## src/rtl/gpio_bank_pkg.sv

```systemverilog
package gpio_bank_pkg;
  localparam int unsigned MID_W  = 2;
  localparam int unsigned ADDR_W = 4;

  localparam logic [MID_W-1:0] MID_PRIMARY = 2'd0;
  localparam logic [MID_W-1:0] MID_COPROC  = 2'd1;
  localparam logic [MID_W-1:0] MID_SECOND  = 2'd2;
  localparam logic [MID_W-1:0] MID_OTHER   = 2'd3;

  localparam logic [ADDR_W-1:0] RA_OWNER  = 4'd4;
  localparam logic [ADDR_W-1:0] RA_ODRAIN = 4'd5;
  localparam logic [ADDR_W-1:0] RA_DIR    = 4'd6;
  localparam logic [ADDR_W-1:0] RA_PULL   = 4'd7;
  localparam logic [ADDR_W-1:0] RA_DATA   = 4'd8;
  localparam logic [ADDR_W-1:0] RA_SET    = 4'd9;
  localparam logic [ADDR_W-1:0] RA_CLR    = 4'd10;
  localparam logic [ADDR_W-1:0] RA_TOG    = 4'd11;
  localparam logic [ADDR_W-1:0] RA_LATCH  = 4'd12;
  localparam logic [ADDR_W-1:0] RA_STATUS = 4'd13;
endpackage

```

## src/rtl/gpio_cfg_regs.sv

```systemverilog
module gpio_cfg_regs
  import gpio_bank_pkg::*;
#(
  parameter int unsigned NPINS = 32,
  parameter int unsigned SEL_W = 4
) (
  input  logic                         clk_i,
  input  logic                         rst_ni,
  input  logic                         wen_i,
  input  logic [MID_W-1:0]             mid_i,
  input  logic [ADDR_W-1:0]            addr_i,
  input  logic [NPINS-1:0]             wdata_i,
  output logic [NPINS-1:0][SEL_W-1:0]  mux_q,
  output logic [NPINS-1:0]             own_q,
  output logic [NPINS-1:0]             od_q,
  output logic [NPINS-1:0]             dir_q,
  output logic [NPINS-1:0]             pull_q
);
  localparam int unsigned PINS_PER_REG = NPINS / SEL_W;
  localparam int unsigned MUX_REGS     = NPINS / PINS_PER_REG;

  logic cfg_wr_ok;
  assign cfg_wr_ok = wen_i && (mid_i == MID_PRIMARY);

  always_ff @(posedge clk_i or negedge rst_ni) begin
    if (!rst_ni) begin
      mux_q  <= '0;
      own_q  <= '0;
      od_q   <= '0;
      dir_q  <= '0;
      pull_q <= '0;
    end else if (cfg_wr_ok) begin
      for (int r = 0; r < MUX_REGS; r++) begin
        if (addr_i == ADDR_W'(r)) begin
          for (int i = 0; i < PINS_PER_REG; i++) begin
            mux_q[r*PINS_PER_REG+i] <= wdata_i[i*SEL_W +: SEL_W];
          end
        end
      end
      if (addr_i == RA_OWNER)  own_q  <= wdata_i;
      if (addr_i == RA_ODRAIN) od_q   <= wdata_i;
      if (addr_i == RA_DIR)    dir_q  <= wdata_i;
      if (addr_i == RA_PULL)   pull_q <= wdata_i;
    end
  end

  // configuration is frozen against any master other than the primary one
  assert_cfg_locked_R2: assert property (@(posedge clk_i) disable iff (!rst_ni)
    (wen_i && mid_i != MID_PRIMARY) |=>
      ($stable(mux_q) && $stable(own_q) && $stable(od_q) && $stable(dir_q) && $stable(pull_q)));
endmodule

```

## src/rtl/gpio_data_latch.sv

```systemverilog
module gpio_data_latch
  import gpio_bank_pkg::*;
#(
  parameter int unsigned NPINS = 32
) (
  input  logic              clk_i,
  input  logic              rst_ni,
  input  logic              wen_i,
  input  logic [MID_W-1:0]  mid_i,
  input  logic [ADDR_W-1:0] addr_i,
  input  logic [NPINS-1:0]  wdata_i,
  input  logic [NPINS-1:0]  own_i,
  output logic [NPINS-1:0]  latch_q
);
  // Bits the writing master may touch, given per-pin owner bits.
  function automatic logic [NPINS-1:0] writable(input logic [MID_W-1:0] mid,
                                                input logic [NPINS-1:0] own);
    case (mid)
      MID_PRIMARY, MID_COPROC: writable = ~own;
      MID_SECOND:              writable = own;
      default:                 writable = '0;
    endcase
  endfunction

  // New latch value for one data-group operation restricted to a mask.
  function automatic logic [NPINS-1:0] apply_op(input logic [ADDR_W-1:0] op,
                                                input logic [NPINS-1:0] cur,
                                                input logic [NPINS-1:0] wd,
                                                input logic [NPINS-1:0] msk);
    case (op)
      RA_DATA: apply_op = (cur & ~msk) | (wd & msk);
      RA_SET:  apply_op = cur | (wd & msk);
      RA_CLR:  apply_op = cur & ~(wd & msk);
      RA_TOG:  apply_op = cur ^ (wd & msk);
      default: apply_op = cur;
    endcase
  endfunction

  logic [NPINS-1:0] own_mask;
  logic             data_wr;
  assign own_mask = writable(mid_i, own_i);
  assign data_wr  = wen_i && (addr_i >= RA_DATA) && (addr_i <= RA_TOG);

  always_ff @(posedge clk_i or negedge rst_ni) begin
    if (!rst_ni)      latch_q <= '0;
    else if (data_wr) latch_q <= apply_op(addr_i, latch_q, wdata_i, own_mask);
  end

  // bits outside the writer's ownership never move on a data write
  assert_unowned_bits_kept_R3: assert property (@(posedge clk_i) disable iff (!rst_ni)
    data_wr |=> (((latch_q ^ $past(latch_q)) & ~$past(own_mask)) == '0));

  // a master without data rights cannot alter the latch
  assert_other_master_inert_R9: assert property (@(posedge clk_i) disable iff (!rst_ni)
    (wen_i && mid_i == MID_OTHER) |=> $stable(latch_q));
endmodule

```

## src/rtl/gpio_pad_mux.sv

```systemverilog
module gpio_pad_mux #(
  parameter int unsigned NPINS   = 32,
  parameter int unsigned SEL_W   = 4,
  parameter int unsigned NPERIPH = 12
) (
  input  logic [NPINS-1:0][SEL_W-1:0]   mux_i,
  input  logic [NPINS-1:0]              dir_i,
  input  logic [NPINS-1:0]              od_i,
  input  logic [NPINS-1:0]              latch_i,
  input  logic [NPERIPH-1:0][NPINS-1:0] periph_do_i,
  input  logic [NPERIPH-1:0][NPINS-1:0] periph_oe_i,
  output logic [NPINS-1:0]              gpio_sel_o,
  output logic [NPINS-1:0]              pad_out_o,
  output logic [NPINS-1:0]              pad_oe_o
);
  for (genvar p = 0; p < NPINS; p++) begin : g_pin
    logic src_v, src_en, is_gpio;
    always_comb begin
      src_v   = latch_i[p];
      src_en  = dir_i[p];
      is_gpio = 1'b1;
      for (int k = 0; k < NPERIPH; k++) begin
        if (mux_i[p] == SEL_W'(k + 1)) begin
          src_v   = periph_do_i[k][p];
          src_en  = periph_oe_i[k][p];
          is_gpio = 1'b0;
        end
      end
    end
    assign gpio_sel_o[p] = is_gpio;
    assign pad_out_o[p]  = od_i[p] ? 1'b0 : src_v;
    assign pad_oe_o[p]   = od_i[p] ? (src_en & ~src_v) : src_en;
  end
endmodule

```

## src/rtl/gpio_bank_mux.sv

```systemverilog
module gpio_bank_mux
  import gpio_bank_pkg::*;
#(
  parameter int unsigned NPINS   = 32,
  parameter int unsigned SEL_W   = 4,
  parameter int unsigned NPERIPH = 12
) (
  input  logic                          clk_i,
  input  logic                          rst_ni,
  input  logic                          bus_wen_i,
  input  logic [MID_W-1:0]              bus_mid_i,
  input  logic [ADDR_W-1:0]             bus_addr_i,
  input  logic [NPINS-1:0]              bus_wdata_i,
  output logic [NPINS-1:0]              bus_rdata_o,
  input  logic [NPERIPH-1:0][NPINS-1:0] periph_do_i,
  input  logic [NPERIPH-1:0][NPINS-1:0] periph_oe_i,
  input  logic [NPINS-1:0]              pad_in_i,
  output logic [NPINS-1:0]              pad_out_o,
  output logic [NPINS-1:0]              pad_oe_o,
  output logic [NPINS-1:0]              pad_pull_o
);
  localparam int unsigned PINS_PER_REG = NPINS / SEL_W;
  localparam int unsigned MUX_REGS     = NPINS / PINS_PER_REG;

  logic [NPINS-1:0][SEL_W-1:0] mux_q;
  logic [NPINS-1:0] own_q, od_q, dir_q, pull_q, latch_q, gpio_sel;
  logic [NPINS-1:0] sync1_q, status_q;
  logic [1:0]       sync_age;

  gpio_cfg_regs #(.NPINS(NPINS), .SEL_W(SEL_W)) u_cfg (
    .clk_i, .rst_ni, .wen_i(bus_wen_i), .mid_i(bus_mid_i), .addr_i(bus_addr_i),
    .wdata_i(bus_wdata_i), .mux_q, .own_q, .od_q, .dir_q, .pull_q);

  gpio_data_latch #(.NPINS(NPINS)) u_latch (
    .clk_i, .rst_ni, .wen_i(bus_wen_i), .mid_i(bus_mid_i), .addr_i(bus_addr_i),
    .wdata_i(bus_wdata_i), .own_i(own_q), .latch_q);

  gpio_pad_mux #(.NPINS(NPINS), .SEL_W(SEL_W), .NPERIPH(NPERIPH)) u_pads (
    .mux_i(mux_q), .dir_i(dir_q), .od_i(od_q), .latch_i(latch_q),
    .periph_do_i, .periph_oe_i, .gpio_sel_o(gpio_sel), .pad_out_o, .pad_oe_o);

  assign pad_pull_o = pull_q;

  // Input path: two-flop synchroniser, independent of all output settings.
  always_ff @(posedge clk_i or negedge rst_ni) begin
    if (!rst_ni) begin
      sync1_q  <= '0;
      status_q <= '0;
      sync_age <= '0;
    end else begin
      sync1_q  <= pad_in_i;
      status_q <= sync1_q;
      if (sync_age != 2'd2) sync_age <= sync_age + 2'd1;
    end
  end

  always_comb begin
    bus_rdata_o = '0;
    for (int r = 0; r < MUX_REGS; r++) begin
      if (bus_addr_i == ADDR_W'(r)) begin
        for (int i = 0; i < PINS_PER_REG; i++) begin
          bus_rdata_o[i*SEL_W +: SEL_W] = mux_q[r*PINS_PER_REG+i];
        end
      end
    end
    case (bus_addr_i)
      RA_OWNER:          bus_rdata_o = own_q;
      RA_ODRAIN:         bus_rdata_o = od_q;
      RA_DIR:            bus_rdata_o = dir_q;
      RA_PULL:           bus_rdata_o = pull_q;
      RA_DATA, RA_STATUS: bus_rdata_o = status_q;
      RA_LATCH:          bus_rdata_o = latch_q;
      default: ;
    endcase
  end

  // pin status trails the pad by exactly two edges
  assert_status_two_edges_R8: assert property (@(posedge clk_i) disable iff (!rst_ni)
    (sync_age == 2'd2) |-> (status_q == $past(pad_in_i, 2)));

  // push-pull pins in GPIO mode show the latch on the pad
  assert_gpio_path_R5: assert property (@(posedge clk_i) disable iff (!rst_ni)
    ((gpio_sel & ~od_q & (pad_out_o ^ latch_q)) == '0));
endmodule

```

## config.mk

```make
export PLATFORM = sky130hd
export DESIGN_NAME = gpio_bank_mux
export DESIGN_NICKNAME = d
export VERILOG_FILES = /design/src/rtl/gpio_bank_pkg.sv /design/src/rtl/gpio_cfg_regs.sv /design/src/rtl/gpio_data_latch.sv /design/src/rtl/gpio_pad_mux.sv /design/src/rtl/gpio_bank_mux.sv
export SDC_FILE = /design/constraint.sdc
export NUM_CORES = 1
export LEC_CHECK = 0
export BUFFER_PORTS_ARGS = -buffer_cell sky130_fd_sc_hd__buf_4
export CORE_AREA = 2 2 373 375
export DETAILED_ROUTE_END_ITERATION = 7
export DIE_AREA = 0 0 375 377
export GPL_ROUTABILITY_DRIVEN = 0
export PLACE_DENSITY_LB_ADDON = 0.05
export SLEW_MARGIN = 15
export SYNTH_ARGS = -nofsm -noshare
export SYNTH_HDL_FRONTEND = slang
export SYNTH_SLANG_ARGS = --single-unit
```

## constraint.sdc

```tcl
create_clock -name clk_i -period 3.8 [get_ports clk_i]
set_input_delay 0.38 -clock clk_i [delete_from_list [all_inputs] [get_ports clk_i]]
set_output_delay 0.38 -clock clk_i [all_outputs]
set_load 0.1 [all_outputs]
```

---- Word-level counts from Yosys, hierarchy flattened ----
Index checks and enable logic that the tools add are counted.
operators by class
  muxes and demuxes ....................... 839
  bitwise logic cells ..................... 73
  reductions and logical operators ........ 17
  $lt $le $gt $ge ......................... 2
  equality and inequality tests ........... 399
operators by type and width
  operator            number
  $mux 1              832
  $eq 4x4->1 const B  166
  $eq 4x3->1 const B  132
  $eq 4x2->1 const B  66
  $pmux 32 s6         1
  $eq 4x1->1 const B  33
  $mux 32             4
  $pmux 32 s4         1
  $and 32x32->32      3
  $not 32->32         3
  $or 32x32->32       2
  $pmux 32 s2         1
  $and 1x1->1         32
  $not 1->1           32
  $xor 32x32->32      1
  $reduce_and 2->1    9
  $ge 4x4->1 const B  1
  $le 4x4->1 const B  1
  $logic_not 4->1     1
  $reduce_bool 4->1   1
  $reduce_or 2->1     2
  $logic_and 1x1->1   3
  $eq 2x1->1 const B  1
  $eq 2x2->1 const B  1
  $logic_not 2->1     1
storage, ports and cells
  register bits ........................... 352
  output and inout bits ................... 128
  logic and storage cells ................. 1369
  input bits .............................. 841

---- Longest topological paths before layout ----
Gate-level depths: netlist (run 1).
  word-level depth ........................ 16
  depth in mapped cells ................... 11

---- Hierarchy ----
From an unflattened synthesis (run 1), not the netlist that was laid out.
unflattened totals
  cells, all modules ...................... 3784
  area, all modules ....................... 31615.3 sq um
by module, submodules not included
  module           area each (sq um)  instances  cells an instance
  gpio_pad_mux     13723.2            1          2230
  gpio_cfg_regs    9598.0             1          551
  gpio_bank_mux    4783.3             1          518
  gpio_data_latch  3510.9             1          485

---- Least setup slack after synthesis (run 1) ----
No wires, ideal clock.
  path type ............................... flip-flop to output port
  start point ............................. register u_cfg.mux_q[9] (netlist bit)
  end point ............................... output port pad_oe_o[2]
  path slack .............................. -417 ps
  cell stages (with the launch flop) ...... 7
  arrival time ............................ 3837 ps
  path buffers ............................ 1
  data required time ...................... 3420 ps
  cells stage by stage .................... dfrtp_1 -> clkbuf_1 -> mux4_2 -> or3_1 -> o211ai_1 -> a21oi_1 -> a211oi_1
on the way
  cells in the longest elaborated chain, start to end .. 16
RTL lines
  what                               line                 text
  from (decl)                        gpio_cfg_regs.sv:13  output logic [NPINS-1:0][SEL_W-1:0] mux_q,
  from (signal, indexed assignment)  gpio_cfg_regs.sv:36  mux_q[r*PINS_PER_REG+i] <= wdata_i[i*SEL_W +: SEL_W];
  $eq 4x1->1                         gpio_pad_mux.sv:23   if (mux_i[p] == SEL_W'(k + 1)) begin
  $mux 1 (12 in a row)               gpio_pad_mux.sv:23
  $not 1->1                          gpio_pad_mux.sv:32   assign pad_oe_o[p] = od_i[p] ? (src_en & ~src_v) : src_en;
  $and 1x1->1                        gpio_pad_mux.sv:32
  $mux 1 *                           gpio_pad_mux.sv:32
  to (decl)                          gpio_bank_mux.sv:19  output logic [NPINS-1:0] pad_oe_o,
Mark *: on every way between the ends. The rest lies on a longest branch, timed or not.

---- Worst setup path in the final report (run 1) ----
  start point ............................. register u_cfg.mux_q[117] (netlist bit)
  end point ............................... output port pad_oe_o[29]
Same word-level chain as after synthesis.

==> flow_summary_export.csv, run 1 <==
group,metric,value,unit
critical_path,rr_endpoint,"u_latch.latch_q[4]$_DFFE_PN0P_",
synth,yosys.area.top_type_share,0.302,
sta,hold_violations,0,
routing,wire_per_inst,26.8,um
routing,vias,31900,
sta,fmax,280,MHz
final_layout,layout-drive-gt1-share,0.351,
critical_path,crit_path_frequent_cell,"a22oi_1",
placed_design,portBuffers,968,
sta,setup_viol,0,
sta,period_share,0.940,
final_layout,final_cell_area,0.0402,mm2
floorplan,die_h,377,um
final_layout,syn_to_final_growth,37.9,%
synth,yosysSeqAreaShare,0.302,
grt,grt_max_degree,91,
sta,fin_ws,0.228,ns
cts,cts_tree,"yes",
outcome,status,"completed",
sta,tightest_slew,1.08,ns
critical_path,critPathLaunchType,"flip-flop",
floorplan,std_cell_rows,136,
critical_path,r2r_cells,6,
routing,drc,0,
critical_path,path_buf_inv,1,
grt,grt_overflow,0,
routing,drt-vias-per-instance,5.15,
run,maxCapViolations,0,
critical_path,slowest_delay,0.61,ns
synth,ys.warnings.count,0,
cts,cts_buffer_depth,3,
grt,grtUsageTotal,0.224,
synth,ys_ff_latch,352,
synth,avgSynthCellArea,8.22,um2
placed_design,dp_slack,0.258,ns
sta,drv_slew,0,
cts,path_clk_slew,0.06,ns
synth,synth_cells,3545,
critical_path,path_max_fanout,16,
synth,yosysTopAreaCell,"dfrtp_1",
routing,met1_length,71.0,mm
synth,yosys-top-cells-area,"dfrtp_1 (30%), mux2_2 (12%), o21ai_0 (6.1%)",
sta,period_minus_slack,3.57,ns
routing,dr.pass1.iters,6,
pwr,peakVddDrop,0.432,mV
critical_path,cp.arrival,3.19,ns
routing,top_layer_used,"met5",
final_layout,mostFrequentLayoutCell,"buf_4",
synth,ys_async_sr_fraction,1.00,
floorplan,dieArea,0.141,mm2
critical_path,worstPathRequired,3.42,ns
sta,clock_skew,0.00863,ns
routing,drt_iter0_drc,2179,
final_layout,nets,5232,
worst_hold_path,hold_path_class,"in -> reg",
critical_path,endpoint_kind,"output port",
pwr,power.density,472,mW/mm2
worst_hold_path,holdPathEnd,"u_cfg.mux_q[74]$_DFFE_PN0P_",
worst_hold_path,hold_depth,2,
sta,rsz0062_at_grt,"false",
floorplan,die_w,375,um
grt,first_global_vias,32400,
floorplan,core-area,0.137,mm2
cts,cts_root_buf,"clkbuf_16",
worst_hold_path,hp-start,"bus_wdata_i[10]",
routing,wl_met2,83.1,mm
grt,antenna_found_initial,17,
routing,wl_met3,8.68,mm
critical_path,crit_type,"reg -> out",
cts,clock_sinks,352,
synth,dominantRegCellSynth,"dfrtp_1",
synth,synth_nets,4418,
routing,wl,166,mm
cts,htreeDepth,2,
grt,grt_first_pass_wirelength,235,mm
sta,slew_headroom,0.276,
floorplan,ioPinCount,969,
critical_path,ff2ff_setup_slack,2.10,ns
cts,postCtsSetupBuffers,0,
placed_design,placed_area,0.0383,mm2
synth,synth_edf_count,0,
critical_path,regToRegStartpoint,"u_cfg.own_q[4]$_DFFE_PN0P_",
placed_design,hpwl,128,mm
synth,syn-cell-area,0.0291,mm2
final_layout,final_cell_mix,"buf_4 (1047), o21ai_0 (355), dfrtp_1 (343)",
pwr,leakage,0.0174,uW
cts,cts_buffers,47,
floorplan,start_util,0.213,
synth,synth_cell_types,88,
routing,antenna_left,0,
critical_path,cp_cell_sequence,"nor2b_1 -> a22oi_1 -> o31ai_1 -> a2bb2oi_1 -> o221ai_1 -> a22oi_1 -> a21oi_1 -> buf_4",
critical_path,crit_family,"compound AO/OA/AOI/OAI gates",
critical_path,slowest_stage,"dfrtp_1",
cts,clock_latency,0.59,ns
[where the power goes]
part / switching [uW] / internal, uW
registers: 1410 / 4220
logic: 5790 / 3170
clock network: 1840 / 2530
[synthesized netlist by cell type (14+ instances only)]
cell,count
nor3b_1,30
a22o_1,28
and3_1,16
a22oi_1,75
mux2i_1,115
dfrtp_1,352
a21oi_1,251
a31oi_1,77
o32ai_1,21
mux2_2,317
nor3_1,43
clkbuf_1,200
a222oi_1,68
nand3_1,69
o21a_1,17
buf_2,101
nand3b_1,23
a32oi_1,14
a21o_1,16
o22ai_1,38
o21ai_0,355
o221ai_1,21
ha_1,32
buf_1,23
nand2b_1,64
a211oi_1,38
o211ai_1,27
a221oi_1,31
inv_1,117
nor2b_1,130
nand2_1,287
nor4_1,16
o31ai_1,19
nor2_1,308
[metal layers]
layer  vias to the layer above  GRT usage
met5                         -          0
li1                      14900          -
met4                         6     0.0486
met1                     15900      0.284
met3                       152     0.0348
met2                       970      0.399
[cell type report]
| type | count | area, um2 |
|---|---|---|
| antenna | 9 | 22.5 |
| timing repair buffer | 1091 | 8400 |
| sequential | 352 | 8820 |
| multi-input combinational | 2747 | 18800 |
| clock buffer | 63 | 1340 |
| clock inverter | 19 | 141 |
| inverter | 120 | 450 |
| tap | 1794 | 2240 |
| fill | 14900 | 96800 |
[worst register-to-register path: cells and delay by family, from the launching register on]
family / cells / cell delay, ns
and+or+nand+nor: 1 / 0.11
adders and majority gates: 1 / 0.28
AOI/OAI and AO/OA: 4 / 0.82
DFF: 1 / 0.42
[what timing repair did]
action | CTS | global route
hold endpoints to repair | 112 | 0
hold buffers | 33 | 0
resized for setup | 0 | 9
endpoints found under the setup margin | 0 | 7
[registers in the layout, indices dropped and copies added (netlist names)]
name / count
u_cfg.mux_q: 128
status_q: 32
sync1_q: 32
u_cfg.dir_q: 32
u_cfg.od_q: 32
u_cfg.own_q: 32
u_cfg.pull_q: 32
u_latch.latch_q: 32
[kinds of logic (layout without fill, tap and decap cells)]
kind of cell,count (synthesis),count (layout),synth area share
flip-flops,352,352,0.302
multiplexers,444,444,0.171
buffers and inverters,446,1293,0.0622
XOR/XNOR,3,3,0.000902
AND/OR/NAND/NOR,1062,1062,0.179
other,0,9,0
adder cells (fa/ha/maj),32,32,0.0137
AO/OA/AOI/OAI,1206,1206,0.271
[metrics by stage]
step	setup TNS, ns	cells	power (uW)	utilization	hold slack [ns]
2_1_floorplan	-0.876	3545	11500	-	0.0844
3_5_place_dp	0	6071	14700	0.280	0.336
4_1_cts	0	6186	19200	0.293	0.104
6_report	0	6195	19000	0.293	0.145
5_1_grt	0	6195	20000	0.293	0.128
3_3_place_gp	0	6071	14700	0.280	0.333
[how the worst max path moves through the flow]
| stage | from | end | slack (ns) | cells past startpoint |
|---|---|---|---|---|
| after global routing | u_cfg.mux_q[106]$_DFFE_PN0P_ | pad_oe_o[26] | 0.06 | 7 |
| after floorplan | u_cfg.mux_q[41]$_DFFE_PN0P_ | pad_oe_o[10] | -0.41 | 8 |
| after detailed placement | bus_addr_i[1] | bus_rdata_o[20] | 0.26 | 9 |
| final | u_cfg.mux_q[117]$_DFFE_PN0P_ | pad_oe_o[29] | 0.23 | 8 |
| after global placement | bus_addr_i[1] | bus_rdata_o[20] | 0.24 | 9 |
| after CTS | u_cfg.mux_q[105]$_DFFE_PN0P_ | pad_oe_o[26] | 0.04 | 7 |
Power figures use the tool's default switching activity.
==> inputs of run 2 (changes only) <==
==> constraint.sdc (replaced) <==
create_clock -name clk_i -period 4.4 [get_ports clk_i]
set_input_delay 0.44 -clock clk_i [delete_from_list [all_inputs] [get_ports clk_i]]
set_output_delay 0.44 -clock clk_i [all_outputs]
set_load 0.1 [all_outputs]
==> flow_summary_export.csv, run 2 (synthesis results as in run 1) <==
group,metric,value,unit
final_layout,fillers,14900,
sta,period_share,0.908,
grt,grtUsageTotal,0.225,
critical_path,path_max_fanout,22,
floorplan,core-area,0.137,mm2
critical_path,worstPathRequired,3.96,ns
final_layout,regMostFlops,"u_cfg.mux_q",
worst_hold_path,hold_depth,1,
critical_path,cp.arrival,3.55,ns
cts,cts_buffer_depth,3,
final_layout,layout-drive-gt1-share,0.337,
placed_design,dp_slack,0.550,ns
floorplan,dieArea,0.141,mm2
floorplan,std_cell_rows,136,
critical_path,r2r_cells,6,
cts,clock_sinks,352,
cts,cts_root_buf,"clkbuf_16",
sta,hold_violations,0,
grt,antenna_found_initial,27,
pwr,leakage,0.0172,uW
critical_path,critPathLaunchType,"flip-flop",
cts,htreeDepth,2,
cts,cts_tree,"yes",
sta,period_minus_slack,3.99,ns
grt,grt_max_degree,106,
cts,cts_buffers,46,
placed_design,hpwl,130,mm
sta,tightest_slew,1.05,ns
final_layout,nets,5193,
routing,dr.pass1.iters,8,
cts,clock_latency,0.59,ns
routing,drc,10,
final_layout,utilization,0.291,
routing,wl,167,mm
critical_path,slowest_stage,"dfrtp_1",
floorplan,start_util,0.213,
final_layout,mostFrequentLayoutCell,"buf_4",
routing,drt_iter0_drc,2565,
pwr,peakVddDrop,0.295,mV
cts,postCtsSetupBuffers,0,
outcome,violations,"DRC",
critical_path,slowest_delay,0.98,ns
critical_path,crit_type,"reg -> out",
sta,fin_ws,0.406,ns
cts,path_clk_slew,0.06,ns
routing,wire_per_inst,27.1,um
critical_path,endpoint_kind,"output port",
sta,rsz0062_at_grt,"false",
floorplan,die_h,377,um
final_layout,largest_reg_flops,128,
worst_hold_path,hold_path_class,"in -> reg",
critical_path,cp_cell_sequence,"nor2_1 -> a32oi_1 -> o221ai_1 -> a221o_1 -> a22oi_1 -> o21a_1 -> buf_4",
sta,clock_skew,0.0231,ns
placed_design,placed_cells,6035,
final_layout,fin_cells,6160,
routing,antenna_left,0,
pwr,power.density,414,mW/mm2
routing,vias,31600,
sta,setup_viol,0,
sta,tns,0,ns
sta,fmax,250,MHz
outcome,status,"finished with violations",
grt,grt_overflow,0,
grt,first_global_vias,31700,
floorplan,die_w,375,um
floorplan,ioPinCount,969,
grt,grt_first_pass_wirelength,234,mm
placed_design,portBuffers,968,
sta,drv_slew,0,
routing,drt-vias-per-instance,5.12,
final_layout,final_cell_mix,"buf_4 (1009), o21ai_0 (355), dfrtp_1 (352)",
run,maxCapViolations,0,
final_layout,syn_to_final_growth,36.9,%
sta,slew_headroom,0.295,
==> run 2: cell types whose count changed in the layout (fill, tap and decap cells not counted), sizes merged <==
cell,change
buf,-36
clkinvlp,-1
bufinv,+4
clkinv,-11
diode,+5
clkbuf,+6
dlygate4sd3,-2
==> run 2: critical path, delay by kind of cell, from the launching register on <==
family	cells	cell delay [ns]
flip-flops	1	0.98
buffers and inverters	1	0.29
AO/OA/AOI/OAI	5	1.39
AND/OR/NAND/NOR	1	0.29
==> run 2: final cells by class <==
cell class,count,area (um2),share of cell area
flip-flops and latches,352,8810,0.221
well taps,1794,2240,0.0563
inverters,120,450,0.0113
multi-input cells,2747,18700,0.468
diodes,14,35.0,0.000879
clock buffers,69,1370,0.0343
repair buffers,1053,8130,0.204
clock inverters,11,188,0.00471
==> run 2: report_power, final <==
part / total (uW) / switching (uW) / internal [uW]
sequential: 4990 / 1350 / 3640
clock: 3970 / 1550 / 2430
combinational: 7560 / 4890 / 2670
total: 16500 / 7790 / 8730
==> run 2: timing repair <==
action,in CTS,in global routing
endpoints found under the hold margin,70,0
hold buffers,31,0
gates resized for setup,0,0
==> run 2: per-stage QoR <==
step                cell area, um2  power, uW  hold slack, ns
global placement             38000      12700           0.331
CTS                          39800      16700          0.0143
finish                       39900      16500          0.0332
global route                 39900      17400          0.0216
detailed placement           38000      12600           0.335
floorplan                    29100       9850           0.144
==> run 2: path summary, 6_finish.rpt <==
kind / to / from / slack (ns)
worst max-delay path: pad_oe_o[14] / u_cfg.mux_q[57]$_DFFE_PN0P_ / 0.41
worst min-delay path: sync1_q[19]$_DFF_PN0_ / pad_in_i[19] / 0.03
worst max register to register: u_latch.latch_q[3]$_DFFE_PN0P_ / u_cfg.own_q[3]$_DFFE_PN0P_ / 2.68
worst min register to register: status_q[6]$_DFF_PN0_ / sync1_q[6]$_DFF_PN0_ / 0.34
max in group asynchronous: sync1_q[0]$_DFF_PN0_ / rst_ni / 2.83
min in group asynchronous: u_cfg.mux_q[54]$_DFFE_PN0P_ / rst_ni / 0.53
==> run 2: metal layers <==
metal	global-route usage	up-vias	wire (um)
met5	0	-	33
met4	0.0420	6	2590
met3	0.0368	126	8900
met2	0.400	989	83900
met1	0.286	15600	71400
li1	-	14800	-
